--- src/rtl/tmr16_pkg.sv ---
`timescale 1ns/1ps
package tmr16_pkg;
  typedef enum logic {SEL_LO = 1'b0, SEL_HI = 1'b1} byte_sel_e;

  typedef struct packed {
    logic lo_wr;
    logic hi_wr;
    logic lo_rd;
  } bus_op_t;
endpackage

--- src/rtl/tmr16_sync.sv ---
`timescale 1ns/1ps
module tmr16_sync #(
  parameter int STAGES = 2
) (
  input  logic clk_i,
  input  logic rst_ni,
  input  logic pulse_i,
  output logic fall_o
);
  localparam int LAST = STAGES;

  logic [LAST:0] sh_q;

  always_ff @(posedge clk_i or negedge rst_ni) begin
    if (!rst_ni) sh_q <= '0;
    else         sh_q <= {sh_q[LAST-1:0], pulse_i};
  end

  // previous synchronised level high, current low
  assign fall_o = sh_q[LAST] & ~sh_q[LAST-1];
endmodule

--- src/rtl/tmr16_core.sv ---
`timescale 1ns/1ps
module tmr16_core
  import tmr16_pkg::*;
#(
  parameter int DATA_W = 8,
  localparam int CNT_W = 2 * DATA_W
) (
  input  logic              clk_i,
  input  logic              rst_ni,
  input  bus_op_t           op_i,
  input  logic [DATA_W-1:0] wdata_i,
  input  logic              dec_i,
  output logic [CNT_W-1:0]  cnt_o,
  output logic [DATA_W-1:0] latch_o,
  output logic              zero_step_o
);
  logic [CNT_W-1:0]  cnt_q,   cnt_d;
  logic [DATA_W-1:0] latch_q, latch_d;

  always_comb begin
    latch_d = op_i.lo_wr ? wdata_i : latch_q;
    cnt_d   = cnt_q;
    if (op_i.hi_wr)  cnt_d = {wdata_i, latch_q};
    else if (dec_i)  cnt_d = cnt_q - CNT_W'(1);
  end

  always_ff @(posedge clk_i or negedge rst_ni) begin
    if (!rst_ni) begin
      cnt_q   <= '0;
      latch_q <= '0;
    end else begin
      cnt_q   <= cnt_d;
      latch_q <= latch_d;
    end
  end

  // zero-to-all-ones step; a reload in the same cycle suppresses it
  assign zero_step_o = dec_i && (cnt_q == '0) && !op_i.hi_wr;
  assign cnt_o       = cnt_q;
  assign latch_o     = latch_q;
endmodule

--- src/rtl/tmr16_flag.sv ---
`timescale 1ns/1ps
module tmr16_flag
  import tmr16_pkg::*;
(
  input  logic    clk_i,
  input  logic    rst_ni,
  input  bus_op_t op_i,
  input  logic    zero_step_i,
  output logic    flag_o,
  output logic    armed_o
);
  logic flag_q, armed_q;
  logic fire;

  assign fire = zero_step_i && armed_q;

  always_ff @(posedge clk_i or negedge rst_ni) begin
    if (!rst_ni) begin
      flag_q  <= 1'b0;
      armed_q <= 1'b0;
    end else if (op_i.hi_wr) begin
      flag_q  <= 1'b0;
      armed_q <= 1'b1;
    end else if (fire) begin
      flag_q  <= 1'b1;
      armed_q <= 1'b0;
    end else if (op_i.lo_rd) begin
      flag_q  <= 1'b0;
    end
  end

  assign flag_o  = flag_q;
  assign armed_o = armed_q;
endmodule

--- src/rtl/oneshot_timer16.sv ---
`timescale 1ns/1ps
module oneshot_timer16
  import tmr16_pkg::*;
#(
  parameter int DATA_W      = 8,
  parameter int SYNC_STAGES = 2
) (
  input  logic              clk_i,
  input  logic              rst_ni,
  input  logic              cs_i,
  input  logic              we_i,
  input  logic              addr_i,
  input  logic [DATA_W-1:0] wdata_i,
  output logic [DATA_W-1:0] rdata_o,
  input  logic              mode_i,
  input  logic              pulse_i,
  input  logic              irq_en_i,
  output logic              flag_o,
  output logic              irq_o
);
  localparam int CNT_W = 2 * DATA_W;

  bus_op_t           op;
  logic              fall;
  logic              dec;
  logic              zero_step;
  logic              armed;
  logic [CNT_W-1:0]  cnt;
  logic [DATA_W-1:0] latch;
  byte_sel_e         sel;

  assign sel      = byte_sel_e'(addr_i);
  assign op.lo_wr = cs_i &  we_i & (sel == SEL_LO);
  assign op.hi_wr = cs_i &  we_i & (sel == SEL_HI);
  assign op.lo_rd = cs_i & ~we_i & (sel == SEL_LO);

  tmr16_sync #(.STAGES(SYNC_STAGES)) u_sync (
    .clk_i  (clk_i),
    .rst_ni (rst_ni),
    .pulse_i(pulse_i),
    .fall_o (fall)
  );

  assign dec = mode_i ? fall : 1'b1;

  tmr16_core #(.DATA_W(DATA_W)) u_core (
    .clk_i      (clk_i),
    .rst_ni     (rst_ni),
    .op_i       (op),
    .wdata_i    (wdata_i),
    .dec_i      (dec),
    .cnt_o      (cnt),
    .latch_o    (latch),
    .zero_step_o(zero_step)
  );

  tmr16_flag u_flag (
    .clk_i      (clk_i),
    .rst_ni     (rst_ni),
    .op_i       (op),
    .zero_step_i(zero_step),
    .flag_o     (flag_o),
    .armed_o    (armed)
  );

  assign rdata_o = (sel == SEL_HI) ? cnt[CNT_W-1:DATA_W] : cnt[DATA_W-1:0];
  assign irq_o   = flag_o & irq_en_i;
endmodule

--- config.mk ---
export PLATFORM = sky130hd
export DESIGN_NAME = oneshot_timer16
export DESIGN_NICKNAME = d
export VERILOG_FILES = /design/src/rtl/tmr16_pkg.sv /design/src/rtl/tmr16_sync.sv /design/src/rtl/tmr16_core.sv /design/src/rtl/tmr16_flag.sv /design/src/rtl/oneshot_timer16.sv
export SDC_FILE = /design/constraint.sdc
export NUM_CORES = 1
export LEC_CHECK = 0
export BUFFER_PORTS_ARGS = -buffer_cell sky130_fd_sc_hd__buf_2
export CORE_MARGIN = 5
export CORE_UTILIZATION = 59
export CTS_CLUSTER_SIZE = 12
export DETAILED_ROUTE_END_ITERATION = 16
export PLACE_DENSITY = 0.83
export REMOVE_ABC_BUFFERS = 1
export SLEW_MARGIN = 20
export SYNTH_ARGS = -nofsm -noshare
export SYNTH_HDL_FRONTEND = slang
export SYNTH_SLANG_ARGS = --single-unit
--- constraint.sdc ---
create_clock -name clk_i -period 4.15 [get_ports clk_i]
set_clock_uncertainty 0.1 [all_clocks]
set_input_delay 0.83 -clock clk_i [delete_from_list [all_inputs] [get_ports clk_i]]
set_output_delay 0.83 -clock clk_i [all_outputs]
set_load 0.02 [all_outputs]
# ---- After elaboration in Yosys (flattened, before gate mapping)
# Index checks and enable logic that the tools add are counted.
dict set report word_totals {
  memories 0
  out_inout_bits 10
  rom_bits 0
  input_bits 16
  latchBits 0
  ff_bits 29
  mem_bits_rw 0
  wordCells 33
}
dict set report op_classes {
  n_addsub 1
  n_shift 0
  n_reduce_logical 8
  div 0
  n_mul 0
  muxes 9
  n_eq_ne 0
  bitwise_logic 10
  n_lt_le_gt_ge 0
}
# operator n
set ops {}
lappend ops {{$mux 16} 2}
lappend ops {{$logic_not 16->1} 1}
lappend ops {{$sub 16x1->16 const B} 1}
lappend ops {{$mux 8} 1}
lappend ops {{$and 1x1->1} 7}
lappend ops {{$mux 1} 6}
lappend ops {{$reduce_bool 2->1} 2}
lappend ops {{$logic_and 1x1->1} 3}
lappend ops {{$not 1->1} 3}
lappend ops {{$reduce_bool 3->1} 1}
lappend ops {{$logic_not 1->1} 1}

# ---- Logic depth before layout (Yosys ltp)
# Gate-level depths: netlist (run 1).
dict set report logic_depth {
  ltp_word 8
  depth_mapped 7
  ltp_nobuf 7
}

# ---- Hierarchy
# From an unflattened synthesis (run 1), not the netlist that was laid out.
dict set report hier_totals {
  cells_unflattened 139
  hier_area_um2 1535.2
}
# module instances cells_per_inst seq_area_each_um2 area_per_inst_um2
set by_module_without_submodules {}
lappend by_module_without_submodules {tmr16_core 1 114 600.6 1201.2}
lappend by_module_without_submodules {oneshot_timer16 1 14 0.0 165.2}
lappend by_module_without_submodules {tmr16_sync 1 4 75.1 88.8}
lappend by_module_without_submodules {tmr16_flag 1 7 50.0 80.1}

# ---- Least setup slack after synthesis (run 1)
# No wires, ideal clock.
dict set report synth_path {
  path_type {input port to output port}
  start {input port addr_i}
  end {output port rdata_o[2]}
  n_path_buf 1
  setup_slack_ns 1.683
  path_stages 2
  required_time_ns 3.220
  arrival_time_ns 1.537
  cell_sequence {clkbuf_1 > mux2_2}
}
dict set report synth_via {
  elab_chain_cells 1
}
# element line_no
set synth_lines {}
lappend synth_lines {{start, declared} oneshot_timer16.sv:12} ;# input logic addr_i,
lappend synth_lines {{$mux 8} oneshot_timer16.sv:66} ;# assign rdata_o = (sel == SEL_HI) ? cnt[CNT_W-1:DATA_W] : cnt[DATA_W-1:0];
lappend synth_lines {{end, declared} oneshot_timer16.sv:14} ;# output logic [DATA_W-1:0] rdata_o,
# No other way between the ends.

# ---- Worst setup path after layout (run 1)
dict set report layout_path {
  start {input port addr_i}
  end {output port rdata_o[3]}
}
# Same word-level chain as after synthesis.

==> key figures, run 1 <==
Floorplanning
  • Core ar.: 0.002477 mm^2
  • Cell Rows: 18
  • I/O Pins: 26
  • Die W: just over 60 um
  • DIE HEIGHT: 60.78 um
  • Initial Util: 0.6141
  • Die area: roughly 0.0037 mm^2

STA
  • Max-slew violation count: 0
  • Fin crit share: 0.6146
  • RSZ-0062 raised after global routing: no
  • Final Setup Violations: 0
  • Max Clk Rate: roughly 0.39 GHz
  • Final-report hold violation count: 0
  • Final TNS setup: 0 ns
  • Slew @ Worst Pin: approximately 0.64 ns
  • Fin crit period: 2.551 ns
  • Worst slew margin: 0.5736
  • Worst hold slack: 0.2474 ns
  • Setup ws final: 1.600 ns

Route
  • # DRC: 0
  • Drt first pass iters: 4
  • DR WL/cell: between 15 and 20 um
  • Initial DRC Count: 30
  • DR vias/cell: 5.678
  • Detail Route Antenna Nets: 0
  • Final wirelength: 3052 um
  • DR vias: ~1.1k

Placed design
  • Post-place setup slack: ~1.6 ns
  • Final HPWL DP: 2268 um
  • Buffers on Ports: 25
  • GPL Wtd Cong: 0.7754
  • DP Cell Count: 192

Setup path
  • Crit path kind: primary input to primary output
  • Worst Path Arrival: 1.62 ns
  • Critical path capture point type: primary output
  • Bufs and invs on worst path: 2
  • Worst path slowest cell: mux2_2
  • CP Data Required Time: 3.22 ns
  • Crit-path cells: buf_2 > mux2_2 > buf_2
  • CP startpoint kind: primary input
  • Crit path depth: 3
  • Largest stage delay on the critical path: 0.38 ns
  • Crit Path Max Fanout: 13
  • Critical R2R Launch: u_core.cnt_o[6]
  • Critical Path Most Common Cell: buf_2
  • Worst reg-to-reg path cell count: 5
  • CP Launch Point: addr_i
  • Delay-heaviest family, CP: buffers and inverters

Flow run
  • Max_cap viols: 0

GRT
  • Via count of the first global-routing pass: around 1.1k
  • GRT overflow: 0
  • Initial antenna violation count: 0
  • Pin count of the biggest net entering global routing: 34
  • Total Routing Usage GR: 0.1950
  • First-pass GRT wire length: ~5200 um

Clock tree
  • H-tree levels: 2
  • Clk buf depth: 2
  • CTS clk-pin slew, worst paths: approximately 0.09 ns
  • CTS tree: done
  • Post-CTS setup buffer count: 0
  • Hold buffers post-CTS: 0
  • CTS root buf: clkbuf_4
  • CTS Sinks: 29
  • Clock insertion delay at the later pin of the skew report: around 0.33 ns
  • Inserted Clock Buffers: 5
  • Post_cts resized: 0

Synth
  • Sequential area share after synthesis: 0.4770
  • Number of flops mapped to enable cells by yosys: 0
  • Mux cell area share after synthesis: 0.1110
  • Synth Area in Compound Gates: 0.1094
  • Synth Cell Area: roughly 0.0015 mm^2
  • Mapped Cells: 141
  • Largest family of logic cells by synthesized area: simple AND/OR/NAND/NOR gates
  • Yosys warns: 0
  • Cell variety after synth: 36
  • Adder-cell share of the synthesized area: 0.008224
  • Syn avg cell area: 10.79 um^2
  • Ys flop type: dfrtp_1
  • Post-synthesis xor/xnor area fraction: 0.08059
  • Synth Register Bits: 29
  • Post-Synth Simple-Gate Area: 0.1867
  • Post-synth ARST share: 1.000

Cells and area
  • Most common cell after layout, fill and taps aside: dfrtp_1
  • Layout Nets: 186
  • Synth-to-layout area growth: 12.83%
  • Share of cells above drive strength 1: 0.3373
  • Ant diodes: 0
  • Final Non-Filler Cells: 199
  • Most frequent cells in the layout: 29 x dfrtp_1, 25 x buf_2, 19 x nand2_1

Min path
  • Worst Hold Path Cells: 0
  • Hold crit path type: flip-flop to flip-flop
  • Worst Hold Launch: u_sync.sh_q[0]

Pwr
  • VDD IR max: a little under 0.4 mV
  • P_leak: 0.7535 nW
  • Total power: around 0.96 mW
  • PwrDens: between 500 and 600 mW/mm^2

Outcome
  • Status: complete, no violations
[layer usage]
metal / vias to the layer above / track usage / wire (um)
met5: - / 0 / 0
met4: 0 / 0.06502 / 46
met3: 6 / 0.05745 / 146
met2: 20 / 0.3344 / 1613
met1: 562 / 0.2344 / 1246
li1: 542 / - / -
[worst reg2reg max path, delay by kind of cell (launching register included)]
family | cells | cell delay, ns
flops | 1 | 0.44
simple gates | 4 | 0.99
compound gates | 1 | 0.23
[cells in the mapped netlist, drive strengths merged, types with 4 or more instances]
library cell / count / share of area
dfrtp: 29 / 0.48
nand2: 20 / 0.051
o21ai: 16 / 0.058
mux2: 15 / 0.11
xor2: 9 / 0.052
nor2: 8 / 0.020
xnor2: 5 / 0.029
a21oi: 4 / 0.021
[power by group]
| group | internal, mW | switching [mW] | leakage [nW] |
|---|---|---|---|
| clock network | 0.0798 | 0.0910 | 0.0314 |
| logic | 0.156 | 0.181 | 0.373 |
| registers | 0.360 | 0.0907 | 0.349 |
[kinds of logic after synthesis]
kind of cell               Yosys count
and+or+nand+nor                     51
muxes                               15
AOI/OAI and AO/OA                   23
xor gates and xnor gates            14
DFF                                 29
buffers and inverters                8
adders and majority gates            1
[final timing paths]
path,endpoint,slack [ns]
max,rdata_o[3],1.60
min,u_sync.sh_q[1],0.25
max reg2reg,u_flag.armed_o,2.27
min reg2reg,u_sync.sh_q[1],0.25
max in group asynchronous,u_core.latch_o[4],3.11
min in group asynchronous,u_core.cnt_o[9],0.42
[registers in the layout, summed over array words and instances (netlist names)]
| register | count |
|---|---|
| u_core.latch_o | 8 |
| u_flag.armed_o | 1 |
| u_sync.sh_q | 3 |
| u_flag.flag_o | 1 |
| u_core.cnt_o | 16 |
[metrics by stage]
stage	utilization	area, um^2
2_1_floorplan	-	1491
3_3_place_gp	0.6707	1662
3_5_place_dp	0.6707	1662
4_1_cts	0.6929	1717
5_1_grt	0.6929	1717
6_report	0.6929	1717
[cell type report]
class,instances,area [um^2]
Fill cell,213,760.7
Multi-Input combinational cell,104,754.5
Sequential cell,29,725.7
Timing Repair Buffer,26,132.6
Clock buffer,7,55.05
Tap cell,30,37.54
Inverter,3,11.26
Note: power is estimated with default switching activity, not from simulation.
==> run 2: changes to the inputs <==
CORE_UTILIZATION = 55   (was 59)
PLACE_DENSITY = 0.78   (was 0.83)
clock period = 2.4 ns   (was 4.15 ns; I/O delays follow)
==> run 2 against run 1 <==
  * Cell count increased by 1.5%
  * Worst hold slack lost 0.20 ns
  * Total power is 84% higher
  * Critical path type is now flip-flop to flip-flop
  * Largest cell class unchanged
  * Register-to-register slack got worse by 1.7 ns
  * Utilization shrank 4.5 points
  * Clock-buffer cell count did not move
==> key figures, run 2 (synthesis results as in run 1) <==
Outcome
  • Status: complete, no violations

Flow run
  • Max_cap viols: 0 (unchanged)

STA
  • Worst slew margin: 0.5801 (+0.006516)
  • Slew @ Worst Pin: 0.6299 ns (-0.009775 ns)
  • Fin crit period: 1.866 ns
  • Max-slew violation count: 0 (unchanged)
  • Final Setup Violations: 0 (unchanged)
  • RSZ-0062 raised after global routing: no
  • Max Clk Rate: 0.5359 GHz
  • Fin crit share: 0.7775
  • Setup ws final: 0.5339 ns (-1.066 ns)
  • Worst hold slack: 0.05025 ns (-0.1972 ns)
  • Final-report hold violation count: 0 (unchanged)
  • Final TNS setup: 0 ns (unchanged)

Route
  • Initial DRC Count: 26 (-13%)
  • Drt first pass iters: 4 (unchanged)
  • DR WL/cell: 14.72 um (-4.0%)
  • DR vias: 1,118 (-1.1%)
  • Final wirelength: 2974 um (-2.6%)
  • DR vias/cell: 5.535 (-2.5%)
  • # DRC: 0 (unchanged)
  • Detail Route Antenna Nets: 0 (unchanged)

Clock tree
  • CTS root buf: clkbuf_4
  • Clk buf depth: 2 (unchanged)
  • CTS clk-pin slew, worst paths: 0.09 ns (about the same)
  • CTS Sinks: 29 (unchanged)
  • Post-CTS setup buffer count: 0 (unchanged)
  • Hold buffers post-CTS: 0 (unchanged)
  • Inserted Clock Buffers: 5 (unchanged)
  • CTS tree: done
  • H-tree levels: 2 (unchanged)
  • Post_cts resized: 0 (unchanged)
  • Clock insertion delay at the later pin of the skew report: 0.33 ns (about the same)

Setup path
  • Crit Path Max Fanout: 4 (-9)
  • CP startpoint kind: flip-flop
  • CP Data Required Time: 2.50 ns (-0.72 ns)
  • Crit path kind: flip-flop to flip-flop
  • Worst Path Arrival: 1.96 ns (+0.34 ns)
  • Critical path capture point type: flip-flop

Pwr
  • VDD IR max: 0.6949 mV (+75%)
  • PwrDens: 1007 mW/mm^2 (+80%)
  • P_leak: 0.7729 nW (+2.6%)

GRT
  • Pin count of the biggest net entering global routing: 30 (-12%)
  • GRT overflow: 0 (unchanged)
  • Initial antenna violation count: 0 (unchanged)
  • Via count of the first global-routing pass: 1,180 (+4.5%)
  • Total Routing Usage GR: 0.1723 (-0.02276)
  • First-pass GRT wire length: 5333 um (+2.8%)

Cells and area
  • Storage cell area: 725.7 um^2 (unchanged)
  • Most frequent cells in the layout: 29 x dfrtp_1, 25 x buf_2, 19 x nand2_1
  • Area of the multi-input gates: 754.5 um^2 (unchanged)
  • Max reg flops: 16 (unchanged)
  • Synth-to-layout area growth: 15.38%
  • Share of cells above drive strength 1: 0.3450 (+0.007751)
  • Most common cell after layout, fill and taps aside: dfrtp_1
  • Filler Cell Count: 229 (+7.5%)
  • Ant diodes: 0 (unchanged)
  • Final Core Density: 0.6477 (-0.04519)
  • Layout Nets: 187 (+0.54%)
  • Fin area: 0.001755 mm^2 (+2.3%)

Floorplanning
  • DIE HEIGHT: 62.60 um (+3.0%)
  • Cell Rows: 19 (+1)
  • Die area: 0.003918 mm^2 (+6.1%)
  • I/O Pins: 26 (unchanged)
  • Initial Util: 0.5614 (-0.05274)
  • Core ar.: 0.002710 mm^2 (+9.4%)
  • Die W: 62.60 um (+3.0%)

Placed design
  • GPL Wtd Cong: 0.7932 (+2.3%)
  • Final HPWL DP: 2207 um (-2.7%)
  • Post-place setup slack: 0.5303 ns (-1.070 ns)
  • Buffers on Ports: 25 (unchanged)
  • Area after DPL: 0.001670 mm^2 (+0.53%)

Min path
  • Hold crit path type: primary input to async pin
[run 2: cell count changes in the layout (fill, tap and decap cells not counted)]
cell / previous run / this run
buf_4: 1 / 2
bufinv_16: 0 / 1
[run 2: power breakdown]
group	switching [mW]	internal (mW)
clock	0.168	0.249
sequential	0.150	0.622
combinational	0.310	0.269
total	0.627	1.14
[run 2: area by class of cell]
type                    count  area share
flip-flops and latches     29      0.4134
clock buffers               7     0.03136
inverters                   3    0.006415
repair buffers             27     0.07983
clock inverters             1     0.01711
multi-input cells         104      0.4298
well taps                  31     0.02210
[run 2: worst max-delay path, stage by stage, from the launching register on]
cell and delay, ns:
dfrtp_1 0.43, or4_4 0.56, nor2_1 0.20, nand4b_1 0.15, xor2_1 0.19, o21ai_1 0.09
[run 2: routing by layer]
layer	vias to the layer above	track usage	wire [um]
met2	27	0.2876	1436
met5	-	0	0
li1	547	-	-
met4	0	0.06366	46
met3	7	0.06115	158
met1	537	0.2023	1331
[run 2: path summary, 6_finish.rpt]
check / slack [ns] / endpoint / startpoint / depth (start not counted)
worst max-delay path: 0.53 / u_core.cnt_o[11] / u_core.cnt_o[7] / 5
worst min-delay path: 0.05 / u_core.cnt_o[15] / rst_ni / 1
worst max register to register: 0.53 / u_core.cnt_o[11] / u_core.cnt_o[7] / 5
worst min register to register: 0.29 / u_sync.sh_q[1] / u_sync.sh_q[0] / 0
max in group asynchronous: 1.72 / u_core.cnt_o[13] / rst_ni / 1
min in group clk_i: 0.15 / u_sync.sh_q[0] / pulse_i / 1
[run 2: stage by stage]
step	total power, mW	instances
2_1_floorplan	1.186	136
3_3_place_gp	1.339	194
3_5_place_dp	1.364	194
4_1_cts	1.786	202
5_1_grt	1.896	202
6_report	1.768	202
==> run 3: changes to the inputs <==
clock period = 1.8 ns   (was 2.4 ns; I/O delays follow)
==> run 3 against run 2 <==
  * Worst hold slack lost 0.013 ns
  * Die area unchanged
  * Maximum frequency is 4.1% higher
  * Sequential share of layout area decreased by 2.3 points
  * First-iteration DRC count increased by 65%
  * Largest cell class unchanged
==> key figures, run 3 (synthesis results as in run 1) <==
Outcome
  • Status: complete, no violations

Setup path
  • Worst Path Arrival: 1.91 ns (-0.05 ns)
  • Reg2reg end: u_flag.armed_o
  • Crit-path cells: or4_4 > nor3_4 > nand2_2 > o31ai_4 > nand2b_1
  • Worst reg-to-reg path cell count: 5 (unchanged)
  • Largest stage delay on the critical path: 0.57 ns (about the same)
  • Crit path depth: 5 (unchanged)
  • CP Launch Point: u_core.cnt_o[6]
  • Bufs and invs on worst path: 0 (unchanged)
  • CP startpoint kind: flip-flop
  • R2R Setup Slk: 0.007 ns (-0.53 ns)
  • Crit Path Max Fanout: 4 (unchanged)
  • Critical R2R Launch: u_core.cnt_o[6]
  • CP Data Required Time: 1.92 ns (-0.58 ns)
  • Delay-heaviest family, CP: simple AND/OR/NAND/NOR gates
  • Crit path kind: flip-flop to flip-flop
  • Worst path slowest cell: or4_4
  • Critical path capture point type: flip-flop
  • Crit path capture: u_flag.armed_o

STA
  • Fin crit period: 1.793 ns (-0.07343 ns)
  • Final Setup Violations: 0 (unchanged)
  • Max-slew violation count: 0 (unchanged)
  • Max Clk Rate: 0.5578 GHz (+4.1%)
  • Final-report hold violation count: 0 (unchanged)
  • Slew @ Worst Pin: 0.6496 ns (+0.01966 ns)
  • Worst slew margin: 0.5670 (-0.01311)
  • RSZ-0062 raised after global routing: yes
  • Setup ws final: 0.007347 ns (-0.5266 ns)
  • Final TNS setup: 0 ns (unchanged)
  • Fin crit share: 0.9959 (+0.2184)
  • Worst hold slack: 0.03694 ns (-0.01331 ns)

Flow run
  • Max_cap viols: 0 (unchanged)

GRT
  • First-pass GRT wire length: 5499 um (+3.1%)
  • Pin count of the biggest net entering global routing: 30 (unchanged)
  • Initial antenna violation count: 0 (unchanged)
  • Via count of the first global-routing pass: 1,229 (+4.2%)
  • GRT overflow: 0 (unchanged)
  • Total Routing Usage GR: 0.1793 (+0.007071)

Cells and area
  • Synth-to-layout area growth: 22.53%
  • Layout Nets: 198 (+5.9%)
  • Most frequent cells in the layout: 28 x dfrtp_1, 24 x buf_2, 19 x nand2_1
  • Filler Cell Count: 223 (-2.6%)
  • Fin area: 0.001864 mm^2 (+6.2%)
  • Most common cell after layout, fill and taps aside: dfrtp_1
  • Final Non-Filler Cells: 212 (+5.0%)
  • Share of cells above drive strength 1: 0.4088 (+0.06381)
  • Max reg flops: 16 (unchanged)
  • Ant diodes: 0 (unchanged)
  • Final Core Density: 0.6879 (+0.04017)

Floorplanning
  • Die W: 62.60 um (unchanged)
  • Core ar.: 0.002710 mm^2 (unchanged)
  • Initial Util: 0.5614 (unchanged)
  • DIE HEIGHT: 62.60 um (unchanged)
  • Die area: 0.003918 mm^2 (unchanged)
  • I/O Pins: 26 (unchanged)
  • Cell Rows: 19 (unchanged)

Route
  • Final wirelength: 3115 um (+4.7%)
  • # DRC: 0 (unchanged)
  • DR vias/cell: 5.462 (-1.3%)
  • Initial DRC Count: 43 (+65%)
  • Drt first pass iters: 4 (unchanged)
  • DR WL/cell: 14.69 um (-0.20%)
  • Detail Route Antenna Nets: 0 (unchanged)
  • DR vias: 1,158 (+3.6%)

Pwr
  • VDD IR max: 0.8916 mV (+28%)
  • Total power: 2.368 mW (+34%)
  • P_leak: 0.8203 nW (+6.1%)
  • PwrDens: 1270 mW/mm^2 (+26%)

Clock tree
  • CTS root buf: clkbuf_4
  • CTS clk-pin slew, worst paths: 0.09 ns (about the same)
  • Inserted Clock Buffers: 5 (unchanged)
  • H-tree levels: 2 (unchanged)
  • CTS tree: done
  • CTS Sinks: 29 (unchanged)
  • Clk buf depth: 2 (unchanged)
  • Clock insertion delay at the later pin of the skew report: 0.32 ns (about the same)

Placed design
  • Final HPWL DP: 2232 um (+1.1%)
  • Buffers on Ports: 25 (unchanged)
  • Post-place setup slack: -0.007602 ns (-0.5379 ns)
  • Area after DPL: 0.001735 mm^2 (+3.9%)
  • DP Cell Count: 201 (+3.6%)
  • GPL Wtd Cong: 0.8311 (+4.8%)

Min path
  • Hold crit path type: primary input to flip-flop
  • Worst Hold Launch: pulse_i
run 3: where the power goes:
part           total (mW)  leakage (nW)  internal [mW]  switching, mW
registers            1.00         0.348          0.832          0.169
clock network       0.396        0.0314          0.184          0.212
logic               0.971         0.441          0.478          0.493
run 3: routing by layer:
metal,track usage,vias to the layer above,share of wire
met5,0,-,0
met3,0.07014,2,0.057
met2,0.2915,26,0.49
met4,0.05570,0,0.0055
met1,0.2182,562,0.45
li1,-,568,-
run 3: cell type report:
type | count | area [um^2] | area share
well taps | 31 | 38.79 | 0.02081
clock buffers | 7 | 55.05 | 0.02953
inverters | 3 | 11.26 | 0.006040
flip-flops and latches | 29 | 726.9 | 0.3899
repair buffers | 38 | 244.0 | 0.1309
multi-input cells | 104 | 788.3 | 0.4228
run 3: worst min path at each step:
stage | endpoint | slack [ns] | depth (start not counted)
6_report | u_sync.sh_q[0] | 0.04 | 1
5_1_grt | u_sync.sh_q[0] | 0.01 | 1
4_1_cts | u_sync.sh_q[0] | 0.02 | 1
3_5_place_dp | u_sync.sh_q[1] | 0.24 | 0
3_3_place_gp | u_sync.sh_q[1] | 0.23 | 0
2_1_floorplan | u_core.cnt_o[0] | -0.04 | 0
run 3: what timing repair did:
| action | CTS | global route |
|---|---|---|
| setup buffers | 0 | 3 |
| hold buffers | 1 | 0 |
| hold endpoints to repair | 29 | 0 |
| gates resized for setup | 1 | 11 |
| pin swaps | 2 | 4 |
| setup endpoints to repair | 1 | 13 |
